**config.mk**
```make
export PLATFORM = sky130hd
export DESIGN_NAME = vipt_dcache
export DESIGN_NICKNAME = d
export VERILOG_FILES = /design/src/rtl/vipt_pkg.sv /design/src/rtl/vipt_ctrl.sv /design/src/rtl/vipt_datapath.sv /design/src/rtl/vipt_dcache.sv
export SDC_FILE = /design/constraint.sdc
export NUM_CORES = 1
export LEC_CHECK = 0
export CAP_MARGIN = 20
export CORE_ASPECT_RATIO = 0.7
export CORE_MARGIN = 3
export CORE_UTILIZATION = 55
export CTS_BUF_LIST = sky130_fd_sc_hd__clkbuf_2 sky130_fd_sc_hd__clkbuf_4 sky130_fd_sc_hd__clkbuf_8
export CTS_CLUSTER_SIZE = 40
export DETAILED_ROUTE_END_ITERATION = 6
export PLACE_DENSITY = 0.76
export RECOVER_POWER = 25
export SYNTH_ARGS = -nofsm -noshare
export SYNTH_HDL_FRONTEND = slang
export SYNTH_SLANG_ARGS = --single-unit
```
**constraint.sdc**
```tcl
create_clock -name clk -period 6.7 [get_ports clk]
set_input_delay 1.34 -clock clk [delete_from_list [all_inputs] [get_ports clk]]
set_output_delay 1.34 -clock clk [all_outputs]
set_load 0.005 [all_outputs]
```
**src/rtl/vipt_pkg.sv**
```systemverilog
package vipt_pkg;

  typedef struct packed {
    logic loadStage;
    logic stall;
    logic respond;
    logic fillWe;
  } vipt_strobe_t;

endpackage

```
**src/rtl/vipt_ctrl.sv**
```systemverilog
module vipt_ctrl
  import vipt_pkg::*;
(
  input  logic         clk,
  input  logic         rst,
  input  logic         reqValid,
  input  logic         xlatValid,
  input  logic         fillValid,
  output logic         reqReady,
  output logic         xlatReq,
  output vipt_strobe_t strobes
);

  logic stageFull;

  always_comb begin
    strobes.respond   = stageFull && xlatValid;
    strobes.stall     = stageFull && !xlatValid;
    reqReady          = !stageFull || xlatValid;
    strobes.loadStage = reqValid && reqReady;
    strobes.fillWe    = fillValid;
    xlatReq           = strobes.loadStage;
  end

  always_ff @(posedge clk) begin
    if (rst) begin
      stageFull <= 1'b0;
    end else if (strobes.loadStage) begin
      stageFull <= 1'b1;
    end else if (strobes.respond) begin
      stageFull <= 1'b0;
    end
  end

  // A stage without a translation result stays occupied.
  assert_stall_holds_R4: assert property (@(posedge clk) disable iff (rst)
    (stageFull && !xlatValid) |=> stageFull);

  // While a response completes, the block always accepts a new request.
  assert_ready_on_respond_R9: assert property (@(posedge clk) disable iff (rst)
    (stageFull && xlatValid) |-> reqReady);

endmodule

```
**src/rtl/vipt_datapath.sv**
```systemverilog
module vipt_datapath
  import vipt_pkg::*;
#(
  parameter int PAGE_OFF_W = 8,
  parameter int PPN_W      = 6,
  parameter int IDX_W      = 4,
  parameter int WOFF_W     = 2,
  parameter int DATA_W     = 16,
  localparam int SETS      = 1 << IDX_W,
  localparam int WORDS     = 1 << WOFF_W,
  localparam int LINE_W    = WORDS * DATA_W
) (
  input  logic                        clk,
  input  logic                        rst,
  input  vipt_strobe_t                strobes,
  input  logic [PAGE_OFF_W-1:0]       reqOffset,
  input  logic [PPN_W-1:0]            xlatPpn,
  input  logic                        xlatValid,
  input  logic [IDX_W-1:0]            fillIndex,
  input  logic [PPN_W-1:0]            fillPpn,
  input  logic [LINE_W-1:0]           fillLine,
  output logic                        respHit,
  output logic                        respMiss,
  output logic [DATA_W-1:0]           respData,
  output logic [PPN_W+PAGE_OFF_W-1:0] respPaddr
);

  logic [PAGE_OFF_W-1:0] stageOff;
  logic [SETS-1:0]       validBits;
  logic [PPN_W-1:0]      tagMem  [SETS];
  logic [DATA_W-1:0]     dataMem [SETS][WORDS];
  logic [DATA_W-1:0]     fillWords [WORDS];

  logic [IDX_W-1:0]  setSel;
  logic [WOFF_W-1:0] wordSel;
  logic              rdValid;
  logic [PPN_W-1:0]  rdTag;
  logic [DATA_W-1:0] rdWord;
  logic              tagMatch;

  // Offset register: holds the untranslated bits while translation runs.
  always_ff @(posedge clk) begin
    if (rst) begin
      stageOff <= '0;
    end else if (strobes.loadStage) begin
      stageOff <= reqOffset;
    end
  end

  for (genvar w = 0; w < WORDS; w++) begin : gFillSplit
    assign fillWords[w] = fillLine[w*DATA_W +: DATA_W];
  end

  always_ff @(posedge clk) begin
    if (rst) begin
      validBits <= '0;
    end else if (strobes.fillWe) begin
      validBits[fillIndex] <= 1'b1;
    end
  end

  always_ff @(posedge clk) begin
    if (strobes.fillWe) begin
      tagMem[fillIndex] <= fillPpn;
      for (int w = 0; w < WORDS; w++) begin
        dataMem[fillIndex][w] <= fillWords[w];
      end
    end
  end

  // Array read uses only page-offset bits, in parallel with translation.
  always_comb begin
    setSel   = stageOff[WOFF_W +: IDX_W];
    wordSel  = stageOff[WOFF_W-1:0];
    rdValid  = validBits[setSel];
    rdTag    = tagMem[setSel];
    rdWord   = dataMem[setSel][wordSel];
    tagMatch = rdValid && (rdTag == xlatPpn);
    respHit  = strobes.respond && tagMatch;
    respMiss = strobes.respond && !tagMatch;
    respData = respHit ? rdWord : '0;
    respPaddr = {xlatPpn, stageOff};
  end

  assert_flags_exclusive_R2: assert property (@(posedge clk) disable iff (rst)
    $onehot0({respHit, respMiss}));

  assert_no_resp_without_xlat_R4: assert property (@(posedge clk) disable iff (rst)
    (respHit || respMiss) |-> xlatValid);

  assert_offset_held_R4: assert property (@(posedge clk) disable iff (rst)
    strobes.stall |=> $stable(stageOff));

  assert_fill_sets_valid_R5: assert property (@(posedge clk) disable iff (rst)
    strobes.fillWe |=> validBits[$past(fillIndex)]);

  assert_reset_clears_R6: assert property (@(posedge clk)
    rst |=> (validBits == '0));

endmodule

```
**src/rtl/vipt_dcache.sv**
```systemverilog
module vipt_dcache
  import vipt_pkg::*;
#(
  parameter int VPN_W      = 8,
  parameter int PAGE_OFF_W = 8,
  parameter int PPN_W      = 6,
  parameter int IDX_W      = 4,
  parameter int WOFF_W     = 2,
  parameter int DATA_W     = 16,
  localparam int VADDR_W   = VPN_W + PAGE_OFF_W,
  localparam int PADDR_W   = PPN_W + PAGE_OFF_W,
  localparam int LINE_W    = (1 << WOFF_W) * DATA_W
) (
  input  logic               clk,
  input  logic               rst,
  input  logic               reqValid,
  input  logic [VADDR_W-1:0] reqVaddr,
  output logic               reqReady,
  output logic               xlatReq,
  output logic [VPN_W-1:0]   xlatVpn,
  input  logic               xlatValid,
  input  logic [PPN_W-1:0]   xlatPpn,
  input  logic               fillValid,
  input  logic [IDX_W-1:0]   fillIndex,
  input  logic [PPN_W-1:0]   fillPpn,
  input  logic [LINE_W-1:0]  fillLine,
  output logic               respHit,
  output logic               respMiss,
  output logic [DATA_W-1:0]  respData,
  output logic [PADDR_W-1:0] respPaddr
);

  if (IDX_W + WOFF_W > PAGE_OFF_W) begin : gBadSplit
    $error("set index and word offset must fit inside the page offset");
  end
  if (WOFF_W < 1) begin : gBadWords
    $error("word offset width must be at least one");
  end

  vipt_strobe_t strobes;

  assign xlatVpn = reqVaddr[VADDR_W-1 -: VPN_W];

  vipt_ctrl u_ctrl (
    .clk       (clk),
    .rst       (rst),
    .reqValid  (reqValid),
    .xlatValid (xlatValid),
    .fillValid (fillValid),
    .reqReady  (reqReady),
    .xlatReq   (xlatReq),
    .strobes   (strobes)
  );

  vipt_datapath #(
    .PAGE_OFF_W (PAGE_OFF_W),
    .PPN_W      (PPN_W),
    .IDX_W      (IDX_W),
    .WOFF_W     (WOFF_W),
    .DATA_W     (DATA_W)
  ) u_datapath (
    .clk       (clk),
    .rst       (rst),
    .strobes   (strobes),
    .reqOffset (reqVaddr[PAGE_OFF_W-1:0]),
    .xlatPpn   (xlatPpn),
    .xlatValid (xlatValid),
    .fillIndex (fillIndex),
    .fillPpn   (fillPpn),
    .fillLine  (fillLine),
    .respHit   (respHit),
    .respMiss  (respMiss),
    .respData  (respData),
    .respPaddr (respPaddr)
  );

endmodule

```
* Yosys cells after proc, flatten, opt, wreduce, memory -nomap -nowiden
Memories as Yosys holds them, arrays and structs flattened. A register that Yosys moved wholly into a read port is not among the register bits.
Cells that the tools add are included.
** Storage, ports and cells
- Register bits after elaboration :: 25
- Latch bits :: 0
- Memory bits (writable) :: 1120
- Memory bits (read-only) :: 0
- Input port bits :: 101
- Output and inout port bits :: 42
- Logic and storage cells :: 38
- Memories kept :: 2
** Cells by class
- $add $sub $neg :: 0
- $mul :: 0
- Div/mod/pow operators :: 0
- Magnitude comparators :: 4
- Equality and inequality tests :: 1
- Shifts and indexed selects :: 0
- Mux-type cells :: 16
- Bitwise gates (word level) :: 2
- Reduce and logical (&&, ||, !) cells :: 10
** Memory list
- u_datapath.dataMem :: depth 16, bits a word 64, rd ports 1, clocked after memory_dff 1, write ports 1, line vipt_datapath.sv:31 : logic [DATA_W-1:0] dataMem [SETS][WORDS];
- u_datapath.tagMem :: depth 16, bits a word 6, rd ports 1, clocked after memory_dff 1, write ports 1, line vipt_datapath.sv:30 : logic [PPN_W-1:0] tagMem [SETS];
** Operators with widths (count)
- 16-bit two-way mux :: 3
- 16-bit binary-select mux with 2-bit select :: 1
- 4-bit two-way mux :: 4
- 16-bit bitwise OR :: 1
- 4-bit by 5-bit less-than comparator with 1-bit output, second input constant :: 2
- 6-bit equality test :: 1
- 1-bit logical AND :: 6
- 1-bit two-way mux :: 6
- 1-bit binary-select mux with 4-bit select :: 1
- 1-bit demux with 4-bit select :: 1
- 4-bit by 1-bit greater-or-equal comparator with 1-bit output, second input constant :: 1
- 3-bit greater-or-equal comparator, second input constant :: 1
- 2-bit inverter with 3-bit output :: 1
- 1-bit zero test :: 2
- 2-bit nonzero test :: 1
- 1-bit logical OR :: 1

* Depth between registers and ports, before layout
Gate-level depths: netlist of the first run.
- Depth in word-level cells :: 5
- Gate-level depth with buffers :: 12
- Depth with buffers taken out :: 6

* Hierarchy
Synthesis of the first run repeated with hierarchy kept, for this count alone.
** Second synthesis, totals
- Cells, all modules :: 1948
- Area, all modules :: 43701.9 um^2
** Modules (own cells, without submodules)
- vipt_datapath :: times used 1, cells each 1931, area an instance 43560.5 um^2, sequential area each 34192.8 um^2
- vipt_ctrl :: times used 1, cells each 9, area an instance 81.3 um^2, sequential area each 20.0 um^2
- vipt_dcache :: times used 1, cells each 8, area an instance 60.1 um^2, sequential area each 0.0 um^2

* Least setup slack after synthesis of the first run
No wires, ideal clock.
- Path type :: input-to-reg
- Start point :: input port fillIndex[0]
- End point :: memory u_datapath.dataMem[0][0] (netlist name) (enable)
- Library setup time :: 0.587 ns
- Arrival time :: 6.656 ns
- Data required time :: 6.113 ns
- Slack :: -0.543 ns
- Cell stages on the path :: 2
- Path buffers :: 0
- Path through :: or3b_2 > nor3_1
** RTL lines
- start: declaration :: line vipt_dcache.sv:24 : input logic [IDX_W-1:0] fillIndex,
- end: declaration :: line vipt_datapath.sv:31
No word-level cell before the write port.

==> results_tabular.tex, run 1 <==
\begin{tabular}{lr}
\hline
Metric & Value \\
\hline
\multicolumn{2}{l}{\textbf{Finish}} \\
Fillcell total & 4,873 \\
Final Net Count & 2,149 \\
Non-Filler Cell Area, Final & 0.04977 mm2 \\
Area used by multi-input combinational logic & 0.009233 mm2 \\
Synth-to-Final Area Change & 13.52\% \\
Storage element area & 0.03423 mm2 \\
Fin cells & 3,216 \\
Fraction of layout instances using a drive strength above 1 & 31.08\% \\
\multicolumn{2}{l}{\textbf{Power}} \\
Total power of the final layout & 14.18 mW \\
Static leakage power & 15.04 nW \\
IR drop worst, VDD & 0.2029 mV \\
Power per standard cell area & 285.0 mW/mm2 \\
\multicolumn{2}{l}{\textbf{Place}} \\
Half-perimeter wire length of the detailed placement result & 52.54 mm \\
Placed inst area & 0.04667 mm2 \\
Number of placed instances with taps included & 2,929 \\
PortBufs & 126 \\
Gpl congestion & 0.7701 \\
\multicolumn{2}{l}{\textbf{Yosys}} \\
Area share of and/or/nand/nor cells after synthesis & 1.267\% \\
Post-synthesis instance total & 1,819 \\
Share of synthesized area spent on multiplexers & 18.27\% \\
Post-synthesis share of cell area spent on xor and xnor gates & 0.07991\% \\
Most frequently used flop master after synthesis & sky130\_fd\_sc\_hd\_\_edfxtp\_1 \\
Fraction of the yosys area taken by sequential cells & 78.04\% \\
Number of synthesized flops with an enable pin & 1,120 \\
Async set or reset register ratio after synthesis & 0\% \\
Complex-gate fraction of the synthesized area & 1.136\% \\
Combinational family with the most area after synthesis & multiplexers \\
Synthesized area & 0.04384 mm2 \\
Adder and majority cell fraction of the synthesized area & 0\% \\
Yosys warns & 0 \\
Total of flip-flops plus latches after synthesis & 1,149 \\
Syn nets & 1,920 \\
Number of unique standard cell types used by synthesis & 42 \\
Average cell area after synthesis & 24.10 um2 \\
\multicolumn{2}{l}{\textbf{Clock network}} \\
Hold-fix buffers, CTS & 0 \\
Clock Tree Root & sky130\_fd\_sc\_hd\_\_clkbuf\_8 \\
Clk slew on worst S/H paths & 0.07 ns \\
CTS tree & yes \\
Skew-Pair Late Insertion Delay & 0.79 ns \\
Maximum level of the CTS H-tree & 4 \\
TritonCTS sink count & 1,149 \\
Total clock buffers created by CTS & 161 \\
Post-cts sizing count & 0 \\
Post-CTS setup buffer count & 0 \\
Buffer depth of the longest clock path & 3 \\
\multicolumn{2}{l}{\textbf{Detailed routing}} \\
Number of violations reported at the end of detailed-routing iteration 0 & 2,542 \\
Final wirelength & 99.47 mm \\
Number of nets with antenna violations after routing & 0 \\
Avg Vias per Cell & 6.396 \\
DRC errors left & 0 \\
Vias & 20,570 \\
Routed length per placed instance & 30.93 um \\
Iteration count of the initial detailed-routing pass & 5 \\
\multicolumn{2}{l}{\textbf{Floorplanning}} \\
Die height & 242.2 um \\
Initial Util & 56.24\% \\
Area inside the core boundary & 0.07796 mm2 \\
Number of placement rows & 85 \\
Die Footprint & 0.08319 mm2 \\
Ports placed on the boundary & 143 \\
Die width & 343.5 um \\
\multicolumn{2}{l}{\textbf{STA}} \\
Setup Total Neg Slack & 0 ns \\
Final setup violating endpoints & 0 \\
Final period demand of the worst path & 5.957 ns \\
Peak Freq & 0.1679 GHz \\
Worst hold slack across all endpoints & 0.4649 ns \\
Final setup skew & 0.008705 ns \\
Final Hold Violating Endpoints & 0 \\
Transition time at the pin with the least slew margin & 1.084 ns \\
Crit share post-route & 88.92\% \\
Headroom to the max-slew limit & 27.58\% \\
Setup repair after global routing missed its margin & false \\
Number of max-slew violations in the final report & 0 \\
\multicolumn{2}{l}{\textbf{Critical path}} \\
Maximum fanout encountered on the critical timing path & 31 \\
Worst reg-to-reg path cell count & 5 \\
FF-to-FF Start & u\_ctrl.stageFull\$\_SDFFE\_PP0P\_ \\
Crit path capture type & primary output \\
Most used cell along the critical path & sky130\_fd\_sc\_hd\_\_mux4\_2 \\
Data arrival at the endpoint of the critical path & 4.62 ns \\
Required time of the critical path & 5.36 ns \\
Worst setup SP type & flop \\
CP cell instances & buf\_4 > mux4\_2 > mux4\_2 > a22oi\_1 > a211oi\_2 > clkdlybuf4s50\_1 \\
Worst stage delay on the critical path & 0.82 ns \\
Worst setup path endpoint & respData[14] \\
Max stage delay cell, worst path & sky130\_fd\_sc\_hd\_\_dfxtp\_4 \\
Critical path class & reg -> out \\
Critical register-to-register path endpoint & u\_datapath.stageOff[5]\$\_SDFFE\_PP0P\_ \\
Setup slack, reg-to-reg & 5.19 ns \\
\multicolumn{2}{l}{\textbf{Worst hold path}} \\
Path category of the worst min-delay check & reg -> reg \\
\multicolumn{2}{l}{\textbf{Run status}} \\
Status & finished, final reports clean \\
\multicolumn{2}{l}{\textbf{Flow run}} \\
Max-cap check violation count & 0 \\
\multicolumn{2}{l}{\textbf{Global routing}} \\
Vias in the first global route & 21,210 \\
Initial antenna violation count & 19 \\
All-layer global routing usage & 24.61\% \\
Largest net degree at the start of global routing & 103 \\
Wire length of the first global-routing pass & 145.4 mm \\
Grt ovf & 0 \\
\hline
\end{tabular}
-- state kept, by name, summed over array words and instances, names as in the netlist, named ones only --
name	cells
u_datapath.validBits	16
u_datapath.tagMem	96
u_datapath.dataMem	1024
u_datapath.stageOff	8
u_ctrl.stageFull	1
-- power by group --
group          internal (mW)  leakage [nW]  switching [mW]  total (mW)
clock                   2.77          1.62            2.48        5.25
sequential              8.04          10.4          0.0606        8.10
combinational          0.374          3.06           0.467       0.840
-- Yosys cell counts, drive strengths merged, types with 2 or more instances --
cell type / number / area [um2]
mux2: 3 / 33.78
nor3: 6 / 30.03
edfxtp: 1120 / 33630
clkbuf: 37 / 138.9
nor2: 50 / 187.7
and2: 3 / 18.77
xnor2: 3 / 26.28
nand4: 4 / 25.02
or3b: 2 / 17.52
mux4: 340 / 7665
buf: 73 / 384.1
nand3b: 4 / 30.03
nand2b: 6 / 37.54
nor2b: 7 / 43.79
a22oi: 32 / 240.2
a21oi: 9 / 45.04
nand3: 4 / 20.02
dfxtp: 29 / 580.6
a211oi: 16 / 165.2
mux2i: 31 / 310.3
nand2: 25 / 93.84
-- worst min-delay path by stage --
| stage | from | end | depth (start not counted) |
|---|---|---|---|
| after floorplan | u_datapath.validBits[10]$_SDFFE_PP0P_ | u_datapath.validBits[10]$_SDFFE_PP0P_ | 2 |
| after global placement | u_datapath.stageOff[6]$_SDFFE_PP0P_ | u_datapath.stageOff[6]$_SDFFE_PP0P_ | 2 |
| after detailed placement | u_datapath.stageOff[7]$_SDFFE_PP0P_ | u_datapath.stageOff[7]$_SDFFE_PP0P_ | 2 |
| after CTS | u_datapath.stageOff[7]$_SDFFE_PP0P_ | u_datapath.stageOff[7]$_SDFFE_PP0P_ | 2 |
| after global routing | u_datapath.validBits[10]$_SDFFE_PP0P_ | u_datapath.validBits[10]$_SDFFE_PP0P_ | 2 |
| final | u_datapath.stageOff[7]$_SDFFE_PP0P_ | u_datapath.stageOff[7]$_SDFFE_PP0P_ | 2 |
-- cells by family after synthesis --
family	Yosys count
AOI/OAI and AO/OA	63
xor gates and xnor gates	4
buffers and inverters	112
DFF	1149
muxes	374
and+or+nand+nor	117
-- per-layer routing --
metal / vias up / wire, um / track usage (%)
met4: 18 / 2260 / 8.726
met1: 10930 / 39700 / 36.69
met5: - / 130 / 0
met2: 1138 / 45190 / 34.02
met3: 162 / 12190 / 8.843
li1: 8317 / - / -
-- per-stage QoR --
step | setup slack, ns | util, %
final | 0.7427 | 63.84
after global routing | 0.4566 | 63.83
after CTS | 0.6958 | 63.81
after detailed placement | 1.502 | 59.87
after global placement | 1.531 | 59.87
after floorplan | 1.356 | -
-- final cells by class --
class                           instances  area share, %
Sequential cell                      1149          68.77
Multi-Input combinational cell        558          18.55
Clock buffer                          229          5.579
Timing Repair Buffer                  176          3.816
Tap cell                             1044          2.625
Clock inverter                         48         0.5908
Antenna cell                           10        0.05028
Inverter                                2        0.01508
-- worst max-delay path, delay by kind of cell (launching register included) --
kind | cells | cell delay, ns
AOI/OAI and AO/OA | 2 | 0.94
DFF | 1 | 0.82
buffers and inverters | 2 | 0.90
muxes | 2 | 1.10
-- cell usage in the layout (no fill, tap or decap), drive strengths merged, types with 2 or more instances in the layout --
cell | netlist | final
a211oi | 16 | 16
a21oi | 9 | 9
a22oi | 32 | 32
and2 | 3 | 3
buf | 73 | 50
bufinv | 0 | 3
clkbuf | 37 | 229
clkdlybuf4s50 | 0 | 83
clkinv | 1 | 40
clkinvlp | 0 | 6
dfxtp | 29 | 29
diode | 0 | 10
dlygate4sd3 | 0 | 43
edfxtp | 1120 | 1120
mux2 | 3 | 3
mux2i | 31 | 31
mux4 | 340 | 340
nand2 | 25 | 25
nand2b | 6 | 6
nand3 | 4 | 4
nand3b | 4 | 4
nand4 | 4 | 4
nor2 | 50 | 50
nor2b | 7 | 7
nor3 | 6 | 6
or3b | 2 | 2
xnor2 | 3 | 3
Note: power is estimated with default switching activity, not from simulation.
==> run 2, diff against run 1 <==
--- a/config.mk
+++ b/config.mk
@@ -6,13 +6,15 @@
 export NUM_CORES = 1
 export LEC_CHECK = 0
 export CAP_MARGIN = 20
+export CELL_PAD_IN_SITES_DETAIL_PLACEMENT = 1
+export CELL_PAD_IN_SITES_GLOBAL_PLACEMENT = 2
 export CORE_ASPECT_RATIO = 0.7
 export CORE_MARGIN = 3
-export CORE_UTILIZATION = 55
+export CORE_UTILIZATION = 47
 export CTS_BUF_LIST = sky130_fd_sc_hd__clkbuf_2 sky130_fd_sc_hd__clkbuf_4 sky130_fd_sc_hd__clkbuf_8
 export CTS_CLUSTER_SIZE = 40
 export DETAILED_ROUTE_END_ITERATION = 6
-export PLACE_DENSITY = 0.76
+export PLACE_DENSITY_LB_ADDON = 0.1
 export RECOVER_POWER = 25
 export SYNTH_ARGS = -nofsm -noshare
 export SYNTH_HDL_FRONTEND = slang
==> run 2 against run 1 <==
Final cell count rose by 6.9%. Count of clock-buffer cells in the layout rose by 8. Maximum frequency fell by 4.9%. Sequential power barely moved. First-iteration DRC count fell by 11%. Via count rose by 0.12%. Clock skew rose by 0.0088 ns. Sequential cell count did not move. Critical endpoint is now respData[8]. Largest cell class unchanged.
==> results_tabular.tex, run 2 (synthesized netlist as in run 1, its figures left out) <==
\begin{tabular}{lr}
\hline
Metric & Value \\
\hline
\multicolumn{2}{l}{\textbf{Finish}} \\
Largest reg by FF count & u\_datapath.dataMem \\
Final Net Count & 2,170 (+0.98\%) \\
Leading registers by flop count & u\_datapath.dataMem: 1024 flops, u\_datapath.tagMem: 96 flops, u\_datapath.validBits: 16 flops \\
Non-Filler Cell Area, Final & 0.05037 mm2 (+1.2\%) \\
Number of flip-flops in the largest register & 1,024 (unchanged) \\
Area used by multi-input combinational logic & 0.009238 mm2 (about the same) \\
Most frequent cells in the layout & sky130\_fd\_sc\_hd\_\_edfxtp\_1, sky130\_fd\_sc\_hd\_\_mux4\_2, sky130\_fd\_sc\_hd\_\_clkbuf\_8, sky130\_fd\_sc\_hd\_\_clkdlybuf4s50\_1, sky130\_fd\_sc\_hd\_\_clkbuf\_4 \\
Storage element area & 0.03423 mm2 (unchanged) \\
Fraction of layout instances using a drive strength above 1 & 31.62\% (+0.53 points) \\
Final core utilization & 54.59\% (-9.3 points) \\
Most frequent standard cell in the layout excluding fill and tap cells & sky130\_fd\_sc\_hd\_\_edfxtp\_1 \\
Synth-to-Final Area Change & 14.90\% \\
Fillcell total & 7,767 (+59\%) \\
\multicolumn{2}{l}{\textbf{Clock network}} \\
Maximum level of the CTS H-tree & 4 (unchanged) \\
Clk slew on worst S/H paths & 0.06 ns (about the same) \\
Clock Tree Root & sky130\_fd\_sc\_hd\_\_clkbuf\_8 \\
Total clock buffers created by CTS & 173 (+7.5\%) \\
Buffer depth of the longest clock path & 3 (unchanged) \\
CTS tree & yes \\
TritonCTS sink count & 1,149 (unchanged) \\
Hold-fix buffers, CTS & 0 (unchanged) \\
Skew-Pair Late Insertion Delay & 0.83 ns (+0.04 ns) \\
\multicolumn{2}{l}{\textbf{Floorplanning}} \\
Area inside the core boundary & 0.09227 mm2 (+18\%) \\
Number of placement rows & 93 (+9.4\%) \\
Die height & 261.5 um (+8.0\%) \\
Die Footprint & 0.09704 mm2 (+17\%) \\
Initial Util & 47.51\% (-8.7 points) \\
Die width & 371.0 um (+8.0\%) \\
Ports placed on the boundary & 143 (unchanged) \\
\multicolumn{2}{l}{\textbf{Global routing}} \\
Grt ovf & 0 (unchanged) \\
Wire length of the first global-routing pass & 161.1 mm (+11\%) \\
All-layer global routing usage & 23.75\% (-0.86 points) \\
Initial antenna violation count & 17 (-2) \\
Vias in the first global route & 22,270 (+5.0\%) \\
Largest net degree at the start of global routing & 100 (-2.9\%) \\
\multicolumn{2}{l}{\textbf{Critical path}} \\
Maximum fanout encountered on the critical timing path & 38 (+23\%) \\
Critical path class & reg -> out \\
Data arrival at the endpoint of the critical path & 4.93 ns (+0.31 ns) \\
Crit path capture type & primary output \\
Worst setup SP type & flop \\
Required time of the critical path & 5.36 ns (about the same) \\
Worst reg-to-reg path cell count & 5 (unchanged) \\
\multicolumn{2}{l}{\textbf{Worst hold path}} \\
Path category of the worst min-delay check & reg -> reg \\
Worst hold path stage count & 2 (unchanged) \\
\multicolumn{2}{l}{\textbf{Power}} \\
Power per standard cell area & 288.5 mW/mm2 (+1.2\%) \\
Static leakage power & 15.22 nW (+1.2\%) \\
IR drop worst, VDD & 0.2013 mV (-0.82\%) \\
\multicolumn{2}{l}{\textbf{STA}} \\
Setup repair after global routing missed its margin & false \\
Final period demand of the worst path & 6.265 ns (+0.3077 ns) \\
Final setup violating endpoints & 0 (unchanged) \\
Peak Freq & 0.1596 GHz (-4.9\%) \\
Slack of the critical path & 0.4349 ns (-0.3077 ns) \\
Final setup skew & 0.01749 ns (+0.008788 ns) \\
Crit share post-route & 93.51\% (+4.6 points) \\
Transition time at the pin with the least slew margin & 1.109 ns (+0.02508 ns) \\
Number of max-slew violations in the final report & 0 (unchanged) \\
Final Hold Violating Endpoints & 0 (unchanged) \\
Headroom to the max-slew limit & 26.08\% (-1.5 points) \\
Setup Total Neg Slack & 0 ns (unchanged) \\
\multicolumn{2}{l}{\textbf{Detailed routing}} \\
Number of violations reported at the end of detailed-routing iteration 0 & 2,273 (-11\%) \\
Number of nets with antenna violations after routing & 0 (unchanged) \\
Avg Vias per Cell & 5.991 (-6.3\%) \\
Iteration count of the initial detailed-routing pass & 5 (unchanged) \\
Vias & 20,590 (+0.12\%) \\
Routed length per placed instance & 32.73 um (+5.8\%) \\
Final wirelength & 112.5 mm (+13\%) \\
DRC errors left & 0 (unchanged) \\
\multicolumn{2}{l}{\textbf{Flow run}} \\
Max-cap check violation count & 0 (unchanged) \\
\multicolumn{2}{l}{\textbf{Place}} \\
Placed inst area & 0.04705 mm2 (+0.80\%) \\
Half-perimeter wire length of the detailed placement result & 58.71 mm (+12\%) \\
PortBufs & 126 (unchanged) \\
Gpl congestion & 0.7288 (-5.4\%) \\
Worst-case setup slack after placement & 1.124 ns (-0.3775 ns) \\
\multicolumn{2}{l}{\textbf{Run status}} \\
Status & finished, final reports clean \\
\hline
\end{tabular}
## run 2: metal layers
metal	up-vias	global-route usage [%]	share of wire (%)
li1	8347	-	-
met1	11350	36.15	45
met2	732	34.81	46
met3	155	5.135	7.0
met4	4	7.077	2.1
met5	-	0	0.030
## run 2: repair_timing
item	CTS	global route
setup endpoints to repair	0	1
resized for setup	0	0
setup buffers	0	1
## run 2: cell type report
| cell class | instances | area share [%] |
|---|---|---|
| flip-flops and latches | 1149 | 67.95 |
| repair buffers | 185 | 4.068 |
| diodes | 7 | 0.03477 |
| clock buffers | 237 | 5.817 |
| well taps | 1235 | 3.067 |
| inverters | 2 | 0.01490 |
| clock inverters | 64 | 0.7128 |
| multi-input cells | 558 | 18.34 |
## run 2: final timing paths
check	endpoint	slack (ns)	start
hold reg to reg	u_datapath.stageOff[6]$_SDFFE_PP0P_	0.47	u_datapath.stageOff[6]$_SDFFE_PP0P_
hold / removal	u_datapath.stageOff[6]$_SDFFE_PP0P_	0.47	u_datapath.stageOff[6]$_SDFFE_PP0P_
setup / recovery	respData[8]	0.43	flop
setup reg to reg	flop	5.23	u_ctrl.stageFull$_SDFFE_PP0P_
## run 2: stage by stage
stage          hold WS [ns]  power, mW  std cells
2_1_floorplan        0.4348      8.702       1819
3_3_place_gp         0.4446      9.097       3125
3_5_place_dp         0.4571      9.127       3128
4_1_cts              0.4671      14.70       3429
5_1_grt              0.5039      15.08       3433
6_report             0.4654      14.53       3437
## run 2: critical path: stages, from the launching register on
cell,delay (ns)
sky130_fd_sc_hd__dfxtp_4,0.76
sky130_fd_sc_hd__mux4_1,0.65
sky130_fd_sc_hd__mux4_2,0.52
sky130_fd_sc_hd__xor2_1,0.18
sky130_fd_sc_hd__or4_4,0.73
sky130_fd_sc_hd__a211oi_2,0.59
sky130_fd_sc_hd__clkdlybuf4s50_1,0.62
## run 2: where the power goes
part	leakage (nW)	total (mW)	switching (mW)	internal [mW]
logic	3.13	0.864	0.487	0.377
registers	10.4	8.10	0.0624	8.04
clock network	1.73	5.57	2.64	2.92
==> run 3, diff against run 2 <==
--- a/config.mk
+++ b/config.mk
@@ -16,6 +16,7 @@
 export DETAILED_ROUTE_END_ITERATION = 6
 export PLACE_DENSITY_LB_ADDON = 0.1
 export RECOVER_POWER = 25
+export SKIP_LAST_GASP = 1
 export SYNTH_ARGS = -nofsm -noshare
 export SYNTH_HDL_FRONTEND = slang
 export SYNTH_SLANG_ARGS = --single-unit
==> results of run 3 <==
Final layout, timing and power as in run 2 (identical DEF).
